## src/rtl/plru_ctrl_pkg.sv

```systemverilog
package plru_ctrl_pkg;
  typedef enum logic [1:0] {
    ACC_IDLE = 2'd0,
    ACC_HIT  = 2'd1,
    ACC_PRIM = 2'd2,
    ACC_SEC  = 2'd3
  } acc_kind_e;
endpackage

```

## src/rtl/plru_tree_store.sv

```systemverilog
// Per-set binary-tree recency bits; node n (1-based heap order) lives at bit n-1.
module plru_tree_store #(
  parameter int WAYS = 4,
  parameter int SETS = 64,
  localparam int WAY_W = $clog2(WAYS),
  localparam int SET_W = $clog2(SETS),
  localparam int NODES = WAYS - 1
) (
  input  logic             clk,
  input  logic             rst_n,
  input  logic [SET_W-1:0] sel_set,
  output logic [WAY_W-1:0] victim,
  input  logic             touch_en,
  input  logic [WAY_W-1:0] touch_way
);

  logic [NODES-1:0] tree_q [SETS];

  // Walk from the root, following each bit toward the older side.
  function automatic logic [WAY_W-1:0] walk_victim(input logic [NODES-1:0] t);
    int node;
    node = 1;
    for (int lvl = 0; lvl < WAY_W; lvl++) begin
      node = 2 * node + (t[node-1] ? 1 : 0);
    end
    return WAY_W'(node - WAYS);
  endfunction

  // Point every node on the path to way w away from it.
  function automatic logic [NODES-1:0] mark_used(input logic [NODES-1:0] t,
                                                 input logic [WAY_W-1:0] w);
    logic [NODES-1:0] r;
    int node;
    r    = t;
    node = 1;
    for (int lvl = 0; lvl < WAY_W; lvl++) begin
      r[node-1] = ~w[WAY_W-1-lvl];
      node = 2 * node + (w[WAY_W-1-lvl] ? 1 : 0);
    end
    return r;
  endfunction

  assign victim = walk_victim(tree_q[sel_set]);

  always_ff @(posedge clk) begin
    if (!rst_n) begin
      for (int s = 0; s < SETS; s++) tree_q[s] <= '0;
    end else if (touch_en) begin
      tree_q[sel_set] <= mark_used(tree_q[sel_set], touch_way);
    end
  end

endmodule

```

## src/rtl/pend_miss_table.sv

```systemverilog
// Outstanding-miss entries: lookup by set+tag, lowest-free allocation, release by index.
module pend_miss_table #(
  parameter int ENTRIES = 4,
  parameter int SET_W   = 6,
  parameter int TAG_W   = 20,
  parameter int WAY_W   = 2,
  localparam int IDX_W  = $clog2(ENTRIES)
) (
  input  logic               clk,
  input  logic               rst_n,
  input  logic [SET_W-1:0]   lk_set,
  input  logic [TAG_W-1:0]   lk_tag,
  output logic               lk_match,
  output logic [WAY_W-1:0]   lk_way,
  output logic               full,
  output logic [IDX_W-1:0]   free_idx,
  input  logic               alloc_en,
  input  logic [WAY_W-1:0]   alloc_way,
  input  logic               rel_en,
  input  logic [IDX_W-1:0]   rel_idx,
  output logic [ENTRIES-1:0] valid_o
);

  logic [ENTRIES-1:0] v_q;
  logic [SET_W-1:0]   set_q [ENTRIES];
  logic [TAG_W-1:0]   tag_q [ENTRIES];
  logic [WAY_W-1:0]   way_q [ENTRIES];
  logic [ENTRIES-1:0] cmp;

  for (genvar e = 0; e < ENTRIES; e++) begin : g_cmp
    assign cmp[e] = v_q[e] && (set_q[e] == lk_set) && (tag_q[e] == lk_tag);
  end

  always_comb begin
    lk_way = '0;
    for (int e = 0; e < ENTRIES; e++) begin
      if (cmp[e]) lk_way = lk_way | way_q[e];
    end
  end

  always_comb begin
    free_idx = '0;
    for (int e = ENTRIES - 1; e >= 0; e--) begin
      if (!v_q[e]) free_idx = IDX_W'(e);
    end
  end

  assign lk_match = |cmp;
  assign full     = &v_q;
  assign valid_o  = v_q;

  always_ff @(posedge clk) begin
    if (!rst_n) begin
      v_q <= '0;
      for (int e = 0; e < ENTRIES; e++) begin
        set_q[e] <= '0;
        tag_q[e] <= '0;
        way_q[e] <= '0;
      end
    end else begin
      if (rel_en) v_q[rel_idx] <= 1'b0;
      if (alloc_en) begin
        v_q[free_idx]   <= 1'b1;
        set_q[free_idx] <= lk_set;
        tag_q[free_idx] <= lk_tag;
        way_q[free_idx] <= alloc_way;
      end
    end
  end

endmodule

```

## src/rtl/plru_victim_ctrl.sv

```systemverilog
module plru_victim_ctrl
  import plru_ctrl_pkg::*;
#(
  parameter int WAYS    = 4,
  parameter int SETS    = 64,
  parameter int TAG_W   = 20,
  parameter int ENTRIES = 4,
  parameter bit TOUCH_ON_SECONDARY = 1'b1,
  localparam int WAY_W = $clog2(WAYS),
  localparam int SET_W = $clog2(SETS),
  localparam int IDX_W = $clog2(ENTRIES)
) (
  input  logic             clk,
  input  logic             rst_n,
  input  logic             acc_valid,
  input  logic [SET_W-1:0] acc_set,
  input  logic [TAG_W-1:0] acc_tag,
  input  logic             acc_hit,
  input  logic [WAY_W-1:0] acc_hit_way,
  output logic             acc_ready,
  output logic             miss_primary,
  output logic             miss_secondary,
  output logic [WAY_W-1:0] victim_way,
  output logic [IDX_W-1:0] alloc_idx,
  input  logic             refill_valid,
  input  logic [IDX_W-1:0] refill_idx
);

  acc_kind_e          kind;
  logic               lookup_hit;
  logic [WAY_W-1:0]   lookup_way;
  logic [WAY_W-1:0]   tree_pick;
  logic               tbl_full;
  logic [IDX_W-1:0]   free_idx;
  logic [ENTRIES-1:0] pend_valid;
  logic               acc_fire;
  logic               alloc_en;
  logic               touch_en;
  logic [WAY_W-1:0]   touch_way;

  always_comb begin
    kind = ACC_IDLE;
    if (acc_valid) begin
      if (acc_hit)         kind = ACC_HIT;
      else if (lookup_hit) kind = ACC_SEC;
      else                 kind = ACC_PRIM;
    end
  end

  assign acc_ready = !((kind == ACC_PRIM) && tbl_full);
  assign acc_fire  = acc_valid && acc_ready;
  assign alloc_en  = acc_fire && (kind == ACC_PRIM);
  assign touch_en  = acc_fire && ((kind != ACC_SEC) || TOUCH_ON_SECONDARY);

  always_comb begin
    case (kind)
      ACC_HIT: touch_way = acc_hit_way;
      ACC_SEC: touch_way = lookup_way;
      default: touch_way = tree_pick;
    endcase
  end

  assign miss_primary   = (kind == ACC_PRIM);
  assign miss_secondary = (kind == ACC_SEC);
  assign victim_way     = (kind == ACC_SEC) ? lookup_way : tree_pick;
  assign alloc_idx      = free_idx;

  plru_tree_store #(.WAYS(WAYS), .SETS(SETS)) u_tree (
    .clk       (clk),
    .rst_n     (rst_n),
    .sel_set   (acc_set),
    .victim    (tree_pick),
    .touch_en  (touch_en),
    .touch_way (touch_way)
  );

  pend_miss_table #(
    .ENTRIES (ENTRIES),
    .SET_W   (SET_W),
    .TAG_W   (TAG_W),
    .WAY_W   (WAY_W)
  ) u_pend (
    .clk       (clk),
    .rst_n     (rst_n),
    .lk_set    (acc_set),
    .lk_tag    (acc_tag),
    .lk_match  (lookup_hit),
    .lk_way    (lookup_way),
    .full      (tbl_full),
    .free_idx  (free_idx),
    .alloc_en  (alloc_en),
    .alloc_way (tree_pick),
    .rel_en    (refill_valid),
    .rel_idx   (refill_idx),
    .valid_o   (pend_valid)
  );

endmodule

```

## config.mk

```make
export PLATFORM = sky130hd
export DESIGN_NAME = plru_victim_ctrl
export DESIGN_NICKNAME = d
export VERILOG_FILES = /design/src/rtl/plru_ctrl_pkg.sv /design/src/rtl/plru_tree_store.sv /design/src/rtl/pend_miss_table.sv /design/src/rtl/plru_victim_ctrl.sv
export SDC_FILE = /design/constraint.sdc
export NUM_CORES = 1
export LEC_CHECK = 0
export BUFFER_PORTS_ARGS = -buffer_cell sky130_fd_sc_hd__buf_2
export CAP_MARGIN = 0
export CORE_MARGIN = 4
export CORE_UTILIZATION = 29
export CTS_BUF_LIST = sky130_fd_sc_hd__clkbuf_8
export DETAILED_ROUTE_END_ITERATION = 6
export GPL_TIMING_DRIVEN = 0
export PLACE_DENSITY = 0.51
export SETUP_SLACK_MARGIN = 0.15
export SLEW_MARGIN = 25
export SYNTH_ARGS = -nofsm -noshare
export SYNTH_HDL_FRONTEND = slang
export SYNTH_SLANG_ARGS = --single-unit
```

## constraint.sdc

```tcl
create_clock -name clk -period 5.3 [get_ports clk]
set_clock_uncertainty 0.15 [all_clocks]
set_input_delay 0.265 -clock clk [delete_from_list [all_inputs] [get_ports clk]]
set_output_delay 0.265 -clock clk [all_outputs]
set_load 0.03 [all_outputs]
```

==> results.md <==
- At the end of the flow, the number of nets in the layout was 1,412.
- In this run, synthesis produced a sequential element count of 308.
- The clock tree from TritonCTS is done.
- The clock tree synthesis step divided the H-tree into 2 levels.
- The site row count is 84.
- The area overhead of the layout relative to synthesis is 14.3%.
- The cell type with the highest aggregate area in the netlist is sky130_fd_sc_hd__edfxtp_1.
- STA classifies the critical path endpoint as a flip-flop.
- The worst register-to-register path begins at u_pend.tag_q[2][6]$_SDFFCE_PN0P_.
- Routability-driven placement finished with a final weighted congestion of 0.961.
- In this run the critical register-to-register path is captured at u_pend.tag_q[2][5]$_SDFFCE_PN0P_.
- Summed over all cells, the static leakage comes to 5.90 nW.
- The final-layout worst hold slack is 0.271 ns.
- The path class of the tightest hold or removal check is in -> reg.
- The commonest register cell after synthesis is sky130_fd_sc_hd__edfxtp_1.
- The clock period minus worst slack is 4.87 ns.
- Across the run, the number of max-cap violations was 0.
- The post-route fraction of the period consumed by the critical path is 91.9%.
- The standard cell core area is 52,800 um^2.
- The warning count from the yosys run is 0.
- The delay of the slowest critical-path stage is 0.85 ns.
- The startpoint of the worst setup timing path is acc_set[1].
- The number of cells on the worst hold path is 4.
- The clock passes through at most 3 buffers.
- The number of antenna violations at the first check in global routing is 1.
- After the first detailed-routing iteration, the DRC count stood at 1,412.
- The required time reported for the critical path endpoint is 5.52 ns.
- The clock transition time at the flip-flop clock pins of the worst setup and hold paths is 0.06 ns.
- After detailed routing, the average wire length per cell comes to 26.0 um.
- The clock tree root driver cell is sky130_fd_sc_hd__clkbuf_8.
- Input and output buffers added on the ports amount to 19.
- The die covers 57,300 um^2.
- The via count of the first global-routing pass is 11,100.
- The share of the synthesized area in the top cell type is 58.9%.
- Yosys attributes the largest share of cell area to sky130_fd_sc_hd__edfxtp_1, sky130_fd_sc_hd__xnor2_1, sky130_fd_sc_hd__and2_1.
- The die is 239 um wide.
- The mapped cell area is 15,500 um^2.
- The number of instances in the synthesized netlist is 1,273.
- In this run the vertical extent of the chip is 239 um.
- The classification of the worst setup path is in -> reg.
- The maximum net fanout on the critical path is 10.
- In the global route stage, overall resource usage came out at 18.8%.
- The final non-filler cell area is 17,700 um^2.
- The count of cell types in the netlist is 75.
- The number of diodes added for antenna fixing is 0.
- The number of failing setup endpoints in the final timing report is 0.
- The arrival time at the worst endpoint is 5.09 ns.
- Summed over all layers, the routed wires come to 54,500 um.
- For this run, asynchronously set or reset flops after synthesis account for 0%.
- Sequential cells were found to cover 59.4% of the synthesized design area.
- The wire length of the first global-routing pass is 78,200 um.
- The post-route DRC violation count is 0.
- The buffers inserted during post-CTS setup optimization is 0.
- For this run, the top clock speed supported by timing is 205 MHz.
- In the final layout, the share of cells above drive strength 1 is 17.3%.
- The endpoint of the worst hold-timing path is u_tree.tree_q[60][2]$_SDFFCE_PN0P_.
- Once detailed placement completed, the half-perimeter wirelength came to 37,700 um.
- The number of pins exceeding their max-slew limit in the final report is 0.
- Counting every sink on the clock net gives 308.
- Counting flops with a built-in enable in the synthesized netlist gives 304.
- The startpoint type of the worst setup path is a primary input.
- For this design the ratio of total power to cell area is 314 nW/um^2.
- The number of detailed-routing iterations run before antenna repair is 6.
- The flow ran to the end, and the final reports show no timing, DRC or antenna violations.
- Counting cells, the worst reg-to-reg path comes to 10.
- The slowest stage of the critical path belongs to the cell sky130_fd_sc_hd__a221oi_4.
- When the netlist entered floorplanning its net count stood at 1,308.
- The I/O pin count is 42.
- The measured slew at the worst slew-check pin is 1.19 ns.
- The beginning of the worst hold path is acc_valid.
- The maximum number of pins on one net before global-route repair is 29.
- The total grt overflow is 0.
- In this run the remaining antenna-violating nets after routing total 0.
- Detailed routing inserted a total of 11,200 vias.
- Each instance of the synthesized netlist takes up on average 12.2 um^2.
- The average vias per placed instance is 5.34.
- The clock insertion delay at the later pin of the skew report is 0.64 ns.
- The minimum setup slack among reg-to-reg paths is 0.70 ns.
- The placed standard-cell area is 16,500 um^2.
- The worst-case IR drop observed on VDD is 154 uV.
- The number of failing hold endpoints at the final stage was 0.
- The post-cts sizing count is 0.
- Buffers inserted during clock tree synthesis total 54.
- Once the floorplan was initialized, standard cells occupied 29.4% of the core.
- Setup repair after global routing left no endpoint under its margin.
- The relative slew slack is 20.7%.
- Traced cell by cell, the critical path runs through buf_2 > buf_4 > inv_1 > clkbuf_1 > clkbuf_1 > a221oi_1 > o32ai_1 > a22oi_1 > nand4_1 > xor2_1 > a221oi_4 > buf_2 > nor2_1.
-- worst max path at each step --
stage,endpoint,slack [ns],cells past startpoint
finish,u_tree.tree_q[39][1]$_SDFFCE_PN0P_,0.43,13
global route,u_tree.tree_q[50][1]$_SDFFCE_PN0P_,0.39,13
CTS,u_pend.set_q[2][5]$_SDFFCE_PN0P_,0.64,12
detailed placement,u_tree.tree_q[39][1]$_SDFFCE_PN0P_,0.007,13
global placement,u_pend.tag_q[2][16]$_SDFFCE_PN0P_,-0.39,12
floorplan,u_pend.set_q[3][0]$_DFFE_PP_,1.87,10
-- logic make-up (layout without fill, tap and decap cells) --
kind of cell              Yosys count  count (layout)  synth area share (%)
AOI/OAI and AO/OA                 168             168                  8.20
xor gates and xnor gates          106             106                  6.03
buffers and inverters             139             277                  4.38
DFF                               308             308                  59.4
muxes                              20              20                  2.12
and+or+nand+nor                   532             532                  19.9
-- critical path: cells and delay by family --
family / cells / cell delay (ns)
compound gates: 4 / 1.85
buf+inv: 6 / 2.40
simple gates: 2 / 0.36
xor+xnor: 1 / 0.16
-- layout make-up --
class	instances	area, um^2
clock buffers	57	785
fillers	5269	35000
repair buffers	48	420
well taps	688	861
plain buffers	124	624
inverters	15	56.3
multi-input cells	826	5640
clock inverters	33	131
flip-flops and latches	308	9210
-- state kept, by name (all words and copies together) (netlist names) --
| register | count |
|---|---|
| u_pend.set_q | 24 |
| u_pend.tag_q | 80 |
| u_pend.way_q | 8 |
| u_tree.tree_q | 192 |
| u_pend.valid_o | 4 |
-- synth_stat cells, types with 21 or more instances --
library cell / number
sky130_fd_sc_hd__xnor2_1: 93
sky130_fd_sc_hd__a221oi_1: 41
sky130_fd_sc_hd__nor3_2: 30
sky130_fd_sc_hd__edfxtp_1: 304
sky130_fd_sc_hd__clkbuf_1: 62
sky130_fd_sc_hd__nor2_2: 30
sky130_fd_sc_hd__nor3_1: 89
sky130_fd_sc_hd__or2_1: 21
sky130_fd_sc_hd__buf_2: 45
sky130_fd_sc_hd__nor2_1: 73
sky130_fd_sc_hd__and2_1: 108
sky130_fd_sc_hd__o21ai_0: 44
sky130_fd_sc_hd__nand2_1: 58
sky130_fd_sc_hd__nand4_1: 24
-- layer usage --
metal / share of wire (%) / wire length (um) / GRT usage (%)
met5: 0 / 0 / 0
met4: 3.8 / 2050 / 6.31
met3: 9.0 / 4910 / 4.23
met2: 46 / 25200 / 30.5
met1: 41 / 22400 / 24.9
-- where the power goes --
part           total (mW)  switching (mW)  internal [mW]
logic               0.787           0.565          0.221
clock network        1.97           0.991          0.976
registers            2.81          0.0406           2.77
-- placed cells by master, fill, tap and decap left out, types with 7 or more instances in the layout --
master,instances
sky130_fd_sc_hd__a211o_1,8
sky130_fd_sc_hd__a21oi_1,10
sky130_fd_sc_hd__a221oi_1,41
sky130_fd_sc_hd__a22oi_1,16
sky130_fd_sc_hd__and2_1,108
sky130_fd_sc_hd__and3b_1,7
sky130_fd_sc_hd__buf_2,64
sky130_fd_sc_hd__buf_6,10
sky130_fd_sc_hd__clkbuf_1,61
sky130_fd_sc_hd__clkbuf_8,57
sky130_fd_sc_hd__clkinv_1,7
sky130_fd_sc_hd__dlygate4sd3_1,27
sky130_fd_sc_hd__edfxtp_1,304
sky130_fd_sc_hd__inv_1,38
sky130_fd_sc_hd__mux2i_1,10
sky130_fd_sc_hd__mux4_2,9
sky130_fd_sc_hd__nand2_1,57
sky130_fd_sc_hd__nand2b_1,13
sky130_fd_sc_hd__nand3_1,15
sky130_fd_sc_hd__nand3b_1,7
sky130_fd_sc_hd__nand4_1,24
sky130_fd_sc_hd__nor2_1,73
sky130_fd_sc_hd__nor2_2,30
sky130_fd_sc_hd__nor3_1,89
sky130_fd_sc_hd__nor3_2,30
sky130_fd_sc_hd__nor4_1,9
sky130_fd_sc_hd__o21ai_0,44
sky130_fd_sc_hd__o22ai_1,11
sky130_fd_sc_hd__or2_1,21
sky130_fd_sc_hd__or2_2,10
sky130_fd_sc_hd__xnor2_1,93
sky130_fd_sc_hd__xor2_1,12
-- timing repair --
item / 4_1_cts / 5_1_grt
endpoints found under the hold margin: 84 / 0
hold buffers: 27 / 0
endpoints found under the setup margin: 0 / 0
-- stage by stage --
| stage | power, mW | util, % | std cells | TNS (ns) | setup WS (ns) |
|---|---|---|---|---|---|
| 5_1_grt | 5.75 | 33.6 | 2099 | 0 | 0.386 |
| 6_report | 5.56 | 33.6 | 2099 | 0 | 0.429 |
| 3_3_place_gp | 3.61 | 31.2 | 1980 | -11.21 | -0.390 |
| 2_1_floorplan | 3.31 | - | 1273 | 0 | 1.87 |
| 3_5_place_dp | 3.62 | 31.3 | 1982 | 0 | 0.00652 |
| 4_1_cts | 5.59 | 33.6 | 2099 | 0 | 0.644 |
Note: power is estimated with default switching activity, not from simulation.
